--- config.mk ---
export PLATFORM = sky130hd
export DESIGN_NAME = casc_alu
export DESIGN_NICKNAME = d
export VERILOG_FILES = /design/src/rtl/casc_alu_pkg.sv /design/src/rtl/casc_alu_ctrl.sv /design/src/rtl/casc_alu_dp.sv /design/src/rtl/casc_alu.sv
export SDC_FILE = /design/constraint.sdc
export NUM_CORES = 1
export LEC_CHECK = 0
export BUFFER_PORTS_ARGS = -buffer_cell sky130_fd_sc_hd__buf_2
export CORE_MARGIN = 2
export CORE_UTILIZATION = 30
export DETAILED_ROUTE_END_ITERATION = 8
export GPL_TIMING_DRIVEN = 1
export PLACE_DENSITY = 0.53
export SLEW_MARGIN = 10
export SYNTH_ARGS = -nofsm -noshare
export SYNTH_HDL_FRONTEND = slang
export SYNTH_SLANG_ARGS = --single-unit
--- constraint.sdc ---
create_clock -name clk -period 4.6 [get_ports clk]
set_clock_uncertainty 0.05 [all_clocks]
set_input_delay 0 -clock clk [delete_from_list [all_inputs] [get_ports clk]]
set_output_delay 0 -clock clk [all_outputs]
set_load 0.01 [all_outputs]
--- src/rtl/casc_alu_pkg.sv ---
package casc_alu_pkg;
  localparam int FN_BITS = 5;

  typedef enum logic [2:0] {X_A, X_NA, X_B, X_NB, X_ZERO} xSrcT;
  typedef enum logic [2:0] {Y_B, Y_NB, Y_A, Y_ZERO, Y_ONES} ySrcT;
  typedef enum logic [1:0] {CI_EXT, CI_ONE, CI_ZERO} cinSrcT;
  typedef enum logic [3:0] {
    L_AND, L_OR, L_XOR, L_XNOR, L_NAND, L_NOR, L_NOTA, L_NOTB,
    L_PASSA, L_PASSB, L_ONES, L_ZEROS, L_ANDNB
  } logicOpT;

  typedef struct packed {
    logic    isLogic;
    xSrcT    xSrc;
    ySrcT    ySrc;
    cinSrcT  cinSrc;
    logicOpT lop;
  } aluCtlT;

  typedef struct packed {
    logic loadA;
    logic loadB;
    logic loadF;
    logic bypassOps;
    logic bypassRes;
    logic fbA;
    logic fbB;
    logic outEn;
  } regStrobeT;
endpackage

--- src/rtl/casc_alu_ctrl.sv ---
module casc_alu_ctrl
  import casc_alu_pkg::*;
(
  input  logic [FN_BITS-1:0] fnSel,
  input  logic               loadAN,
  input  logic               loadBN,
  input  logic               loadFN,
  input  logic               passOperands,
  input  logic               passResult,
  input  logic               fbToA,
  input  logic               fbToB,
  input  logic               outEn,
  output aluCtlT             aluCtl,
  output regStrobeT          strobes
);
  // register strobes: active-low loads turned into active-high strobes
  always_comb begin
    strobes.loadA     = ~loadAN;
    strobes.loadB     = ~loadBN;
    strobes.loadF     = ~loadFN;
    strobes.bypassOps = passOperands;
    strobes.bypassRes = passResult;
    strobes.fbA       = fbToA;
    strobes.fbB       = fbToB;
    strobes.outEn     = outEn;
  end

  // function decode
  always_comb begin
    aluCtl.isLogic = 1'b0;
    aluCtl.xSrc    = X_A;
    aluCtl.ySrc    = Y_B;
    aluCtl.cinSrc  = CI_EXT;
    aluCtl.lop     = L_AND;
    case (fnSel)
      5'h00: begin aluCtl.xSrc = X_A;    aluCtl.ySrc = Y_B;    end
      5'h01: begin aluCtl.xSrc = X_A;    aluCtl.ySrc = Y_NB;   end
      5'h02: begin aluCtl.xSrc = X_NA;   aluCtl.ySrc = Y_B;    end
      5'h03: begin aluCtl.xSrc = X_A;    aluCtl.ySrc = Y_ZERO; end
      5'h04: begin aluCtl.xSrc = X_B;    aluCtl.ySrc = Y_ZERO; end
      5'h05: begin aluCtl.xSrc = X_NA;   aluCtl.ySrc = Y_ZERO; end
      5'h06: begin aluCtl.xSrc = X_NB;   aluCtl.ySrc = Y_ZERO; end
      5'h07: begin aluCtl.xSrc = X_A;    aluCtl.ySrc = Y_A;    end
      5'h08: begin aluCtl.xSrc = X_B;    aluCtl.ySrc = Y_B;    end
      5'h09: begin aluCtl.xSrc = X_A;    aluCtl.ySrc = Y_ONES; end
      5'h0A: begin aluCtl.xSrc = X_B;    aluCtl.ySrc = Y_ONES; end
      5'h0B: begin aluCtl.xSrc = X_NA;   aluCtl.ySrc = Y_NB;   end
      5'h0C: begin aluCtl.xSrc = X_A;    aluCtl.ySrc = Y_NB;   aluCtl.cinSrc = CI_ONE;  end
      5'h0D: begin aluCtl.xSrc = X_NA;   aluCtl.ySrc = Y_B;    aluCtl.cinSrc = CI_ONE;  end
      5'h0E: begin aluCtl.xSrc = X_A;    aluCtl.ySrc = Y_B;    aluCtl.cinSrc = CI_ZERO; end
      5'h0F: begin aluCtl.xSrc = X_ZERO; aluCtl.ySrc = Y_ZERO; aluCtl.cinSrc = CI_ZERO; end
      5'h10: begin aluCtl.xSrc = X_A;    aluCtl.ySrc = Y_ZERO; aluCtl.cinSrc = CI_ONE;  end
      5'h11: begin aluCtl.xSrc = X_B;    aluCtl.ySrc = Y_ZERO; aluCtl.cinSrc = CI_ONE;  end
      5'h12: begin aluCtl.xSrc = X_NA;   aluCtl.ySrc = Y_ZERO; aluCtl.cinSrc = CI_ONE;  end
      5'h13: begin aluCtl.isLogic = 1'b1; aluCtl.lop = L_AND;   end
      5'h14: begin aluCtl.isLogic = 1'b1; aluCtl.lop = L_OR;    end
      5'h15: begin aluCtl.isLogic = 1'b1; aluCtl.lop = L_XOR;   end
      5'h16: begin aluCtl.isLogic = 1'b1; aluCtl.lop = L_XNOR;  end
      5'h17: begin aluCtl.isLogic = 1'b1; aluCtl.lop = L_NAND;  end
      5'h18: begin aluCtl.isLogic = 1'b1; aluCtl.lop = L_NOR;   end
      5'h19: begin aluCtl.isLogic = 1'b1; aluCtl.lop = L_NOTA;  end
      5'h1A: begin aluCtl.isLogic = 1'b1; aluCtl.lop = L_NOTB;  end
      5'h1B: begin aluCtl.isLogic = 1'b1; aluCtl.lop = L_PASSA; end
      5'h1C: begin aluCtl.isLogic = 1'b1; aluCtl.lop = L_PASSB; end
      5'h1D: begin aluCtl.isLogic = 1'b1; aluCtl.lop = L_ONES;  end
      5'h1E: begin aluCtl.isLogic = 1'b1; aluCtl.lop = L_ZEROS; end
      default: begin aluCtl.isLogic = 1'b1; aluCtl.lop = L_ANDNB; end
    endcase
  end
endmodule

--- src/rtl/casc_alu_dp.sv ---
module casc_alu_dp
  import casc_alu_pkg::*;
#(
  parameter int WIDTH = 16
) (
  input  logic             clk,
  input  logic             rst,
  input  logic [WIDTH-1:0] aIn,
  input  logic [WIDTH-1:0] bIn,
  input  logic             carryIn,
  input  aluCtlT           aluCtl,
  input  regStrobeT        strobes,
  output logic [WIDTH-1:0] resOut,
  output logic             negFlag,
  output logic             carryOut,
  output logic             ovfFlag,
  output logic             zeroFlag
);
  localparam int SUM_W = WIDTH + 1;
  localparam logic [WIDTH-1:0] ALL_ONES = {WIDTH{1'b1}};

  logic [WIDTH-1:0] aReg, bReg, fReg;
  logic             cReg, vReg;
  logic [WIDTH-1:0] opA, opB, addX, addY, logicRes, aluRes, fPath;
  logic [SUM_W-1:0] sum;
  logic             cinBit, aluC, aluV, cPath, vPath;

  // operand registers
  always_ff @(posedge clk) begin
    if (rst) begin
      aReg <= '0;
      bReg <= '0;
    end else begin
      if (strobes.loadA) aReg <= aIn;
      if (strobes.loadB) bReg <= bIn;
    end
  end

  // operand selection: feedback beats bypass beats register
  always_comb begin
    if (strobes.fbA)            opA = fReg;
    else if (strobes.bypassOps) opA = aIn;
    else                        opA = aReg;
    if (strobes.fbB)            opB = fReg;
    else if (strobes.bypassOps) opB = bIn;
    else                        opB = bReg;
  end

  // adder inputs
  always_comb begin
    case (aluCtl.xSrc)
      X_A:     addX = opA;
      X_NA:    addX = ~opA;
      X_B:     addX = opB;
      X_NB:    addX = ~opB;
      default: addX = '0;
    endcase
    case (aluCtl.ySrc)
      Y_B:     addY = opB;
      Y_NB:    addY = ~opB;
      Y_A:     addY = opA;
      Y_ONES:  addY = ALL_ONES;
      default: addY = '0;
    endcase
    case (aluCtl.cinSrc)
      CI_EXT:  cinBit = carryIn;
      CI_ONE:  cinBit = 1'b1;
      default: cinBit = 1'b0;
    endcase
  end

  assign sum = {1'b0, addX} + {1'b0, addY} + {{WIDTH{1'b0}}, cinBit};

  // logic unit
  always_comb begin
    case (aluCtl.lop)
      L_AND:   logicRes = opA & opB;
      L_OR:    logicRes = opA | opB;
      L_XOR:   logicRes = opA ^ opB;
      L_XNOR:  logicRes = ~(opA ^ opB);
      L_NAND:  logicRes = ~(opA & opB);
      L_NOR:   logicRes = ~(opA | opB);
      L_NOTA:  logicRes = ~opA;
      L_NOTB:  logicRes = ~opB;
      L_PASSA: logicRes = opA;
      L_PASSB: logicRes = opB;
      L_ONES:  logicRes = ALL_ONES;
      L_ZEROS: logicRes = '0;
      default: logicRes = opA & ~opB;
    endcase
  end

  // result and arithmetic flags
  always_comb begin
    if (aluCtl.isLogic) begin
      aluRes = logicRes;
      aluC   = 1'b0;
      aluV   = 1'b0;
    end else begin
      aluRes = sum[WIDTH-1:0];
      aluC   = sum[WIDTH];
      aluV   = (addX[WIDTH-1] == addY[WIDTH-1]) && (sum[WIDTH-1] != addX[WIDTH-1]);
    end
  end

  // result register
  always_ff @(posedge clk) begin
    if (rst) begin
      fReg <= '0;
      cReg <= 1'b0;
      vReg <= 1'b0;
    end else if (strobes.loadF) begin
      fReg <= aluRes;
      cReg <= aluC;
      vReg <= aluV;
    end
  end

  assign fPath = strobes.bypassRes ? aluRes : fReg;
  assign cPath = strobes.bypassRes ? aluC   : cReg;
  assign vPath = strobes.bypassRes ? aluV   : vReg;

  assign resOut   = strobes.outEn ? fPath : '0;
  assign negFlag  = fPath[WIDTH-1];
  assign zeroFlag = (fPath == '0);
  assign carryOut = cPath;
  assign ovfFlag  = vPath;

  // operand registers load and hold
  assert_load_a_R2: assert property (@(posedge clk) disable iff (rst)
    strobes.loadA |=> (aReg == $past(aIn)));
  assert_hold_a_R2: assert property (@(posedge clk) disable iff (rst)
    !strobes.loadA |=> $stable(aReg));
  assert_hold_b_R2: assert property (@(posedge clk) disable iff (rst)
    !strobes.loadB |=> $stable(bReg));
  // result register hold
  assert_hold_f_R4: assert property (@(posedge clk) disable iff (rst)
    !strobes.loadF |=> ($stable(fReg) && $stable(cReg) && $stable(vReg)));
  // logical functions leave carry and overflow clear
  assert_logic_flags_R9: assert property (@(posedge clk) disable iff (rst)
    (aluCtl.isLogic && strobes.bypassRes) |-> (!carryOut && !ovfFlag));
endmodule

--- src/rtl/casc_alu.sv ---
module casc_alu
  import casc_alu_pkg::*;
#(
  parameter int WIDTH = 16
) (
  input  logic               clk,
  input  logic               rst,
  input  logic [WIDTH-1:0]   aIn,
  input  logic [WIDTH-1:0]   bIn,
  input  logic [FN_BITS-1:0] fnSel,
  input  logic               carryIn,
  input  logic               loadAN,
  input  logic               loadBN,
  input  logic               loadFN,
  input  logic               passOperands,
  input  logic               passResult,
  input  logic               fbToA,
  input  logic               fbToB,
  input  logic               outEn,
  output logic [WIDTH-1:0]   resOut,
  output logic               negFlag,
  output logic               carryOut,
  output logic               ovfFlag,
  output logic               zeroFlag
);
  aluCtlT    aluCtl;
  regStrobeT strobes;

  casc_alu_ctrl u_ctrl (
    .fnSel(fnSel), .loadAN(loadAN), .loadBN(loadBN), .loadFN(loadFN),
    .passOperands(passOperands), .passResult(passResult),
    .fbToA(fbToA), .fbToB(fbToB), .outEn(outEn),
    .aluCtl(aluCtl), .strobes(strobes)
  );

  casc_alu_dp #(.WIDTH(WIDTH)) u_dp (
    .clk(clk), .rst(rst), .aIn(aIn), .bIn(bIn), .carryIn(carryIn),
    .aluCtl(aluCtl), .strobes(strobes),
    .resOut(resOut), .negFlag(negFlag), .carryOut(carryOut),
    .ovfFlag(ovfFlag), .zeroFlag(zeroFlag)
  );

  // disabled output reads zero
  assert_out_gate_R11: assert property (@(posedge clk) disable iff (rst)
    !outEn |-> (resOut == '0));
endmodule

==> After elaboration in Yosys (flattened, before gate mapping) <==
Cells that the tools add are included.
{ "totals": {"register_bits": 50, "output_inout_bits": 20, "in_bits": 48} }
{ "classes": {"reduce_logical": 16, "addsub": 2, "eq_ne": 50, "n_mux": 18, "n_bitwise": 9} }
{ "ops": {"columns": ["cell", "count"], "rows": [
  ["16-bit one-hot mux with 12 select lines", 1],
  ["16-bit one-hot mux with 4 select lines", 2],
  ["16-bit two-way mux", 7],
  ["16-bit inverter", 5],
  ["5-bit == test, second input constant", 15],
  ["6-bit one-hot mux with 12 select lines", 1],
  ["4-bit one-hot mux with 12 select lines", 1],
  ["5-bit by 4-bit == test with 1-bit output, second input constant", 8],
  ["16-bit AND", 2],
  ["5-bit by 3-bit == test with 1-bit output, second input constant", 4],
  ["20-bit OR reduction", 1],
  ["19-bit OR reduction", 1],
  ["16-bit by 16-bit adder with 17-bit output", 1],
  ["17-bit by 1-bit adder with 17-bit output", 1],
  ["4-bit by 3-bit == test with 1-bit output, second input constant", 4],
  ["4-bit == test, second input constant", 4],
  ["16-bit zero test", 1],
  ["16-bit bitwise OR", 1],
  ["16-bit XOR", 1],
  ["2-bit OR reduction", 6],
  ["5-bit by 2-bit == test with 1-bit output, second input constant", 2],
  ["3-bit by 2-bit == test with 1-bit output, second input constant", 3],
  ["4-bit by 2-bit == test with 1-bit output, second input constant", 2],
  ["3-bit by 1-bit == test with 1-bit output, second input constant", 2],
  ["15 further kinds", 19]
]} }

==> Depth between registers and ports, before layout <==
Gate-level depths: netlist of run 1.
{ "logic_depth": {"ltp_word": 11, "ltp_mapped": 20} }

==> Hierarchy <==
Synthesis of run 1 repeated with hierarchy kept, for this count alone.
{ "unflattened": {"cells_unflattened": 999, "area_unflattened_um2": 7294.5} }
{ "modules_own_cells": {"columns": ["mod", "cells_per_inst", "area_each_um2", "seq_area_each_um2", "n_inst"], "rows": [
  ["casc_alu_dp", 947, 6959.2, 1001.0, 1],
  ["casc_alu_ctrl", 52, 335.3, 0.0, 1]
]} }

==> Least setup slack after synthesis of run 1 <==
Ideal clock, no wire load.
{ "synth_timing": {"path_type": "input port to output port", "startpoint": "input port fnSel[1]", "endpoint": "output port zeroFlag", "cell_stages": 20, "t_required_ns": 4.550, "arrival_ns": 4.303, "n_path_buf": 3, "path_slack_ns": 0.247, "cell_sequence": "buf_4 clkbuf_1 nor2_1 nand2_1 o21ai_0 a22oi_1 nor2_1 clkbuf_1 a221oi_1 fa_1 fa_1 nor2b_1 o2111ai_1 a311o_1 nor4b_1 o31ai_1 o211ai_1 a211oi_2 nand4_1 nor4_2"} }
{ "synth_between": {"elab_chain_len": 10, "word_cells_on_any_way": 74, "cone_classes": "2 x add/sub; 48 x eq/ne; 9 x mux; 15 x reduce/logical"} }
{ "synth_lines": {"columns": ["element", "line", "source"], "rows": [
  ["start, declared", "casc_alu.sv:10", "input logic [FN_BITS-1:0] fnSel,"],
  ["5-bit by 3-bit == test with 1-bit output, or another cell as far along", "casc_alu_ctrl.sv:35", "case (fnSel)"],
  ["2-bit OR reduction (no line)", null, null],
  ["6-bit one-hot mux with 12 select lines", "casc_alu_ctrl.sv:35", null],
  ["3-bit by 2-bit == test with 1-bit output, or another cell as far along", "casc_alu_dp.sv:51", "case (aluCtl.xSrc)"],
  ["16-bit one-hot mux with 4 select lines, on equally long branches", "casc_alu_dp.sv:51, casc_alu_dp.sv:58", null],
  ["16-bit by 16-bit adder with 17-bit output", "casc_alu_dp.sv:72", "assign sum = {1'b0, addX} + {1'b0, addY} + {{WIDTH{1'b0}}, cinBit};"],
  ["17-bit by 1-bit adder with 17-bit output", "casc_alu_dp.sv:72", null],
  ["16-bit two-way mux *", "casc_alu_dp.sv:95", "if (aluCtl.isLogic) begin"],
  ["16-bit two-way mux *", "casc_alu_dp.sv:119", "assign fPath = strobes.bypassRes ? aluRes : fReg;"],
  ["16-bit zero test *", "casc_alu_dp.sv:125", "assign zeroFlag = (fPath == '0);"],
  ["end, declared", "casc_alu.sv:24", "output logic zeroFlag"]
]} }
Every way passes the cells marked *; elsewhere a longest branch is shown, timed or not.

==> Worst setup path after layout of run 1 <==
{ "layout_timing": {"startpoint": "input port bIn[4]", "endpoint": "output port zeroFlag"} }
{ "layout_between": {"elab_chain_len": 9, "word_cells_on_any_way": 18, "cone_classes": "2 x add/sub; 7 x mux; 8 x bitwise; 1 x reduce/logical"} }
{ "layout_lines": {"columns": ["element", "line", "source"], "rows": [
  ["start, declared", "casc_alu.sv:9", "input logic [WIDTH-1:0] bIn,"],
  ["16-bit two-way mux *", "casc_alu_dp.sv:45", "else if (strobes.bypassOps) opB = bIn;"],
  ["16-bit two-way mux *", "casc_alu_dp.sv:44", "if (strobes.fbB) opB = fReg;"],
  ["16-bit inverter", null, null],
  ["16-bit one-hot mux with 4 select lines, on equally long branches", "casc_alu_dp.sv:51, casc_alu_dp.sv:58", null],
  ["16-bit by 16-bit adder with 17-bit output", "casc_alu_dp.sv:72", null],
  ["17-bit by 1-bit adder with 17-bit output", "casc_alu_dp.sv:72", null],
  ["16-bit two-way mux *", "casc_alu_dp.sv:95", null],
  ["16-bit two-way mux *", "casc_alu_dp.sv:119", null],
  ["16-bit zero test *", "casc_alu_dp.sv:125", null]
]} }
Marked as above.

==> results of run 1 <==
[flip-flops by register name, indices dropped and copies added, names as in the netlist]
register	cells
u_dp.aReg	16
u_dp.bReg	16
u_dp.fReg	16
u_dp.cReg	1
u_dp.vReg	1
[stage by stage]
step | cell area (sq um) | setup WS, ps | hold WS, ps | utilization
floorplan | 7246 | 246.8 | 93.94 | -
global placement | 8065 | 208.8 | 197.9 | 0.3416
detailed placement | 8065 | 219.9 | 212.3 | 0.3416
CTS | 8552 | 4.445 | 109.6 | 0.3622
global route | 8598 | 8.558 | 131.7 | 0.3641
finish | 8601 | 288.6 | 122.3 | 0.3642
[Yosys cell counts, drive strengths merged, types with 17 or more instances]
| library cell | count |
|---|---|
| a211oi | 19 |
| a21oi | 67 |
| a221o | 24 |
| buf | 28 |
| clkbuf | 39 |
| dfxtp | 50 |
| ha | 66 |
| inv | 48 |
| mux2i | 92 |
| nand2 | 90 |
| nor2 | 117 |
| o2111ai | 17 |
| o211ai | 17 |
| o21ai | 53 |
| o22ai | 23 |
[cell usage in the layout (no fill, tap or decap), drive strengths merged, types with 19 or more instances in the layout]
cell type / count
dlygate4sd3: 32
buf: 124
nor2: 117
inv: 48
o21ai: 53
o22ai: 23
a211oi: 19
a221o: 24
dfxtp: 50
nand2: 90
ha: 66
a21oi: 67
mux2i: 92
[layer usage]
metal	vias up	GRT usage
li1	3716	-
met1	3675	0.3181
met2	364	0.3381
met3	43	0.03022
met4	0	0.05785
met5	-	0
[power by group]
group	switching [uW]	internal (uW)
logic	766	505
clock network	166	257
registers	44.8	469
[worst paths after layout]
check,to,slack [ps],cells past startpoint
worst max-delay path,zeroFlag,290,16
worst min-delay path,u_dp.fReg[13],120,3
worst max register to register,u_dp.vReg,670,14
worst min register to register,u_dp.cReg,430,2
[worst register-to-register path, stage by stage (launching register included)]
cell,delay (ps)
dfxtp_1,310
mux2_1,290
mux2i_2,380
o22ai_1,150
a221o_1,290
ha_1,370
a21o_1,220
a211o_1,290
o2111ai_1,270
a211oi_2,140
o2111ai_1,200
nand2_1,130
xnor2_1,160
or4_1,430
a21oi_1,180
[what timing repair did]
| action | in CTS | in global routing |
|---|---|---|
| setup buffers | 0 | 1 |
| gates resized for setup | 0 | 9 |
| setup endpoints to repair | 0 | 6 |
| hold endpoints to repair | 32 | 0 |
| hold buffers | 32 | 0 |
[kinds of logic (layout without fill, tap and decap cells)]
logic type / after synthesis / after routing / synth area share
xor+xnor: 13 / 13 / 0.01571
other cells: 0 / 1 / 0
flops: 50 / 50 / 0.1381
mux: 108 / 108 / 0.1615
compound gates: 306 / 306 / 0.3094
fa+ha+maj: 68 / 68 / 0.1195
buf+inv: 117 / 214 / 0.07305
simple gates: 292 / 292 / 0.1827
[cell type report]
cell class                 instances  area [sq um]
timing repair buffer             156          1084
fill                            2531         15010
multi-input combinational        787          5758
tap                              319         399.1
inverter                          50         190.2
clock buffer                       6         128.9
clock inverter                     2         37.54
antenna                            1         2.502
sequential                        50          1001
==> impl_metrics.yaml, run 1 <==
power_and_ir_drop:
  leakage_uw: 0.003847
  totalPowerFinal_uw: 2208
  power_density_nw_per_um2: 256.8
  worst_ir_drop_vdd_uv: 163.3
floorplanning:
  core_sq_um: 23610
  num_rows: 56
  dieWidth_um: 159.4
  die_h_um: 159.4
  dieArea_sq_um: 25410
  initial_core_util: 0.3069
  io_pins: 68
routing:
  vias_per_cell: 5.688
  post-route-drc-count: 0
  wl_mm: 28.88
  wl_per_cell_um: 21.06
  ant_nets: 0
  via_count: 7798
  drt_iter0_drc: 994
  wl_met2_mm: 12.58
  top_layer: "met4"
  drtPass1Iterations: 6
  met3_length_mm: 2.275
  wl_met1_mm: 13.27
yosys:
  synth_edf_count: 0
  async_reset_ff_frac: 0
  synth_ff_type: "dfxtp_1"
  avgSynthCellArea_sq_um: 7.595
  synth_top_cell_by_area: "dfxtp_1"
  ys_ff_latch: 50
  synth_warnings: 0
  synth_top_area_share: 0.1381
  synth_area_sq_um: 7246
  ys_top_cells_by_area: "dfxtp_1, mux2i_1, ha_1"
  syn-instance-count: 954
  yosysSeqAreaShare: 0.1381
  synth.distinct_cells: 87
  synthesis.nets: 1070
setup_path:
  r2r_start: "u_dp.bReg[4]"
  crit_fanout: 5
  critPathTopFamily: "compound AO/OA/AOI/OAI gates"
  critPathBufInv: 3
  critical_path.cell_chain: "dlygate4sd3_1, buf_2, mux2_1, mux2i_2, o22ai_1, a221o_1, ha_1, a21o_1, a211o_1, o2111ai_1, nand2_1, xnor2_1, a21oi_1, a21oi_1, nor4_2, buf_2"
  critPathMaxStageDelay_ps: 530
  arrival_ps: 4260
  slowest_stage: "dlygate4sd3_1"
  cp-startpoint: "bIn[4]"
  cp-start-kind: "primary input"
  required_ps: 4550
  critPathCaptureType: "output port"
  path_class: "in2out"
final_layout:
  nets: 1166
  final_cells: 1371
  drive_above_1_share: 0.1836
  area_growth_pct: 18.70
timing:
  worstMarginPinSlew_ps: 934.4
  fmax_mhz: 231.9
  final.setup.tns_ps: 0
  relSlewSlack: 0.3771
  rsz0062_at_grt: "false"
  finalHoldViolCount: 0
  layout_worst_path_cycle_share: 0.9373
  period_needed_ps: 4311
  setup_viol: 0
  report.final.slew_viol_count: 0
run:
  maxCapViolCount: 0
clock_tree:
  insertion_delay_ps: 290
  cts_buffer_depth: 2
  clock_sinks: 50
  tritoncts: "yes"
  cts.root.buffer_cell: "clkbuf_16"
  numCtsBuffers: 5
  cts_max_level: 2
  clk_pin_slew_worst_paths_ps: 70
status:
  status: "completed"
place:
  numPortBuffers: 67
  dp_hpwl_mm: 22.17
  gp_congestion: 0.9244
  dp_cells: 1329
min_path:
  min_from: "loadFN"
  hold_class: "in2reg"
global_routing:
  grt_pass1_vias: 7049
  grtUsageTotal: 0.2190
  grt_max_degree: 49
  overflow: 0
  grt_pass1_wl_mm: 43.39
  grt_antenna_before_repair: 0
Note: power is estimated with default switching activity, not from simulation.
==> inputs of run 2 (changes only) <==
Clock period 4.6 ns to 4.93 ns, I/O delays scaled along.
==> run 2 against run 1 <==
Effect of this change: combinational power decreased by 9%; critical path depth increased by 2; cell area decreased by 1.9%; worst setup slack got worse by 50 ps; clock power decreased by 16%; first-iteration DRC count decreased by 22%; global-route usage decreased by 0.44 points; clock-buffer cell count increased by 1; sequential share of layout area increased by 0.22 points; wire length decreased by 2.7%; critical path type unchanged; largest power group unchanged.
==> impl_metrics.yaml, run 2 (synthesized netlist as in run 1, its figures left out) <==
min_path:
  hold_class: "in2reg"
  min_from: "loadFN"
  hold_path_depth: 3
  hold_path_end: "u_dp.vReg"
timing:
  period_needed_ps: 4692
  relSlewSlack: 0.2240
  report.final.slew_viol_count: 0
  worstMarginPinSlew_ps: 1157
  layout_worst_path_cycle_share: 0.9517
  final.setup.tns_ps: 0
  fin_ws_ps: 238.2
  fmax_mhz: 213.1
  setup_viol: 0
  rsz0062_at_grt: "false"
  finalHoldViolCount: 0
final_layout:
  finish.utilization: 0.3575
  layout_commonest_cell: "nor2_1"
  fin_area_sq_um: 8441
  diodes: 0
  drive_above_1_share: 0.1641
  nets: 1151
  largestRegisters: "u_dp.aReg x16, u_dp.bReg x16, u_dp.fReg x16"
  final_cell_mix: "nor2_1, nand2_1, mux2i_1"
  final_cells: 1355
  area_growth_pct: 16.49
routing:
  vias_per_cell: 5.669
  drt_iter0_drc: 773
  drtPass1Iterations: 6
  ant_nets: 0
  via_count: 7682
  wl_per_cell_um: 20.73
  wl_mm: 28.09
  post-route-drc-count: 0
setup_path:
  path_class: "in2out"
  critPathCaptureType: "output port"
  r2r_end: "u_dp.vReg"
  rr_worst_depth: 14
  required_ps: 4880
  crit_fanout: 7
  r2r_start: "u_dp.bReg[4]"
  arrival_ps: 4640
  ff2ff_setup_slack_ps: 990
  cp-start-kind: "primary input"
floorplanning:
  initial_core_util: 0.3069
  core_sq_um: 23610
  dieArea_sq_um: 25410
  io_pins: 68
  dieWidth_um: 159.4
  num_rows: 56
  die_h_um: 159.4
global_routing:
  grtUsageTotal: 0.2146
  grt_pass1_wl_mm: 43.18
  grt_max_degree: 49
  grt_antenna_before_repair: 0
  grt_pass1_vias: 7270
  overflow: 0
clock_tree:
  cts_buffer_depth: 2
  numCtsBuffers: 5
  cts.root.buffer_cell: "clkbuf_16"
  cts_max_level: 2
  clock_sinks: 50
  clk_pin_slew_worst_paths_ps: 70
  tritoncts: "yes"
  insertion_delay_ps: 290
power_and_ir_drop:
  worst_ir_drop_vdd_uv: 164.9
  leakage_uw: 0.003771
  power_density_nw_per_um2: 235.0
status:
  status: "completed"
place:
  dpl-instance-area_sq_um: 7945
  dp_cells: 1313
  dp_hpwl_mm: 21.43
  place_ws_ps: 408.4
  numPortBuffers: 67
  gp_congestion: 0.9137
run:
  maxCapViolCount: 0
-- run 2: where the power goes --
part	internal, uW	leakage, uW	switching [uW]	total, uW
Combinational	453	0.00328	695	1150
Clock	202	0.0000739	155	356
Sequential	437	0.000413	40.8	478
-- run 2: stage by stage --
stage	hold WS (ps)	power [uW]
final	104.9	1984
after global routing	143.1	2105
after CTS	98.00	1960
after detailed placement	205.1	1585
after global placement	195.1	1581
after floorplan	93.94	1238
-- run 2: layout make-up --
cell class,count,area (sq um)
fill,2487,15170
timing repair buffer,141,970.9
clock buffer,7,142.6
multi-input combinational,787,5732
inverter,50,190.2
sequential,50,1001
tap,319,399.1
clock inverter,1,5.005
-- run 2: routing by layer --
layer | up-vias | share of wire | GRT usage
met1 | 3610 | 0.45 | 0.2993
met2 | 331 | 0.44 | 0.3391
met5 | - | 0 | 0
li1 | 3693 | - | -
met4 | 0 | 0.035 | 0.06901
met3 | 48 | 0.075 | 0.03204
-- run 2: worst max-delay path by stage --
stage          startpoint        to  slack, ps  depth (start not counted)
2_1_floorplan    fnSel[1]  zeroFlag        580                         20
3_3_place_gp     fnSel[0]  zeroFlag        500                         19
3_5_place_dp     fnSel[0]  zeroFlag        410                         19
4_1_cts            bIn[0]  zeroFlag        250                         18
5_1_grt            bIn[0]  zeroFlag          3                         18
6_report           bIn[0]  zeroFlag        240                         18
-- run 2: timing repair --
action,in CTS,in global routing
setup endpoints to repair,0,1
resized for setup,0,2
buffers inserted,0,2
hold endpoints to repair,32,0
hold buffers,32,0
-- run 2: critical path, stage by stage --
cell           delay [ps]
dlygate4sd3_1         540
buf_2                 130
mux2i_1               160
nor2_1                 90
a21oi_4               300
a221oi_1              170
fa_1                  490
fa_1                  490
nor2b_1               190
o2111ai_1             230
a311o_1               430
nor4b_1               180
o31ai_1               240
o211ai_1              180
a211oi_2              260
nand4_1               140
nor4_2                250
buf_2                 170
==> inputs of run 3 (changes only) <==
Settings changed: CORE_ASPECT_RATIO set to 0.7, CTS_CLUSTER_DIAMETER set to 40.
==> run 3 against run 2 <==
Effect of this change: non-clock buffer count up 11; hold slack worse by 13 ps; die area about the same; critical path depth down 1; critical endpoint unchanged.
==> impl_metrics.yaml, run 3 (synthesized netlist as in run 1, its figures left out) <==
timing:
  holdWs_ps: 91.49
  fmax_mhz: 218.4
  final.setup.tns_ps: 0
  worstMarginPinSlew_ps: 954.8
  finalHoldViolCount: 0
  setup_viol: 0
  layout_worst_path_cycle_share: 0.9287
  rsz0062_at_grt: "false"
  report.final.slew_viol_count: 0
  period_needed_ps: 4579
  relSlewSlack: 0.3635
power_and_ir_drop:
  power_density_nw_per_um2: 239.1
  worst_ir_drop_vdd_uv: 132.3
  totalPowerFinal_uw: 2037
  leakage_uw: 0.003826
routing:
  vias_per_cell: 5.705
  ant_nets: 0
  via_count: 7788
  wl_per_cell_um: 21.42
  drtPass1Iterations: 5
  drt_iter0_drc: 716
  post-route-drc-count: 0
  wl_mm: 29.24
global_routing:
  grt_max_degree: 49
  overflow: 0
  grt_antenna_before_repair: 0
  grt_pass1_vias: 7045
  grt_pass1_wl_mm: 44.24
  grtUsageTotal: 0.2283
final_layout:
  drive_above_1_share: 0.1738
  nets: 1162
  fin_area_sq_um: 8519
  area_growth_pct: 17.58
  final_cell_mix: "nor2_1, nand2_1, mux2i_1"
  multi_input_area_sq_um: 5725
  layout_commonest_cell: "nor2_1"
  n_fill_cell: 2541
  diodes: 0
  seq_area_sq_um: 1001
  largestRegisters: "u_dp.aReg x16, u_dp.bReg x16, u_dp.fReg x16"
clock_tree:
  clock_sinks: 50
  cts.root.buffer_cell: "clkbuf_16"
  clk_pin_slew_worst_paths_ps: 70
  tritoncts: "yes"
  cts_buffer_depth: 2
  numCtsBuffers: 5
  cts_max_level: 2
  insertion_delay_ps: 300
  cts_setup_buffers: 0
floorplanning:
  num_rows: 47
  dieArea_sq_um: 25430
  die_h_um: 134.0
  initial_core_util: 0.3057
  dieWidth_um: 189.8
  io_pins: 68
  core_sq_um: 23700
place:
  dpl-instance-area_sq_um: 8041
  gp_congestion: 0.9686
  numPortBuffers: 67
  dp_hpwl_mm: 22.54
setup_path:
  crit_fanout: 4
  cp-start-kind: "primary input"
  critPathCaptureType: "output port"
  cp-startpoint: "aIn[0]"
  rr_worst_depth: 14
  r2r_start: "u_dp.bReg[6]"
  path_class: "in2out"
  required_ps: 4880
  arrival_ps: 4530
run:
  maxCapViolCount: 0
min_path:
  hold_path_depth: 3
  min_from: "loadFN"
  hold_class: "in2reg"
status:
  status: "completed"
-- run 3: cell types whose count changed in the layout (fill, tap and decap cells not counted), sizes merged --
cell      delta
buf         +11
clkbuf       -1
clkinvlp     +1
-- run 3: report_power, final --
group	internal (uW)	total, uW	switching, uW
sequential	437	487	49.9
clock	201	360	159
combinational	473	1190	716
total	1110	2040	925
-- run 3: worst paths after layout --
kind	endpoint	slack (ps)
worst min register to register	u_dp.vReg	430
worst max register to register	u_dp.cReg	940
worst min-delay path	u_dp.vReg	90
worst max-delay path	zeroFlag	350
-- run 3: layout make-up --
class                           count  share of cell area
Multi-Input combinational cell    787              0.6721
Timing Repair Buffer              152              0.1237
Sequential cell                    50              0.1175
Tap cell                          318             0.04670
Inverter                           50             0.02232
Clock buffer                        6             0.01630
Clock inverter                      2            0.001469
-- run 3: through the flow --
| step | util | setup slack, ps | cells |
|---|---|---|---|
| finish | 0.3595 | 351.3 | 1365 |
| floorplan | - | 576.8 | 954 |
| global placement | 0.3393 | 442.5 | 1325 |
| CTS | 0.3592 | 315.8 | 1365 |
| detailed placement | 0.3393 | 379.6 | 1325 |
| global route | 0.3595 | 58.26 | 1365 |
-- run 3: what timing repair did --
action / CTS / global route
hold buffers: 32 / 0
hold endpoints to repair: 32 / 0
resized for setup: 0 / 1
setup endpoints to repair: 0 / 1
-- run 3: per-layer routing --
layer  global-route usage  wire [um]  part of all wire
met1               0.3384      13850              0.47
met2               0.3114      11360              0.39
met3              0.08373       3490              0.12
met4              0.04307        535             0.018
met5                    0          0                 0
-- run 3: critical path: stages --
cell	delay, ps
dlygate4sd3_1	530
buf_2	110
mux2i_1	80
o21ai_1	440
a221oi_1	190
fa_1	490
fa_1	480
nor2b_1	210
o2111ai_2	190
a311o_1	410
nor4b_1	180
o31ai_1	240
o211ai_1	160
a211oi_2	220
nand4_1	120
nor4_2	280
buf_2	190
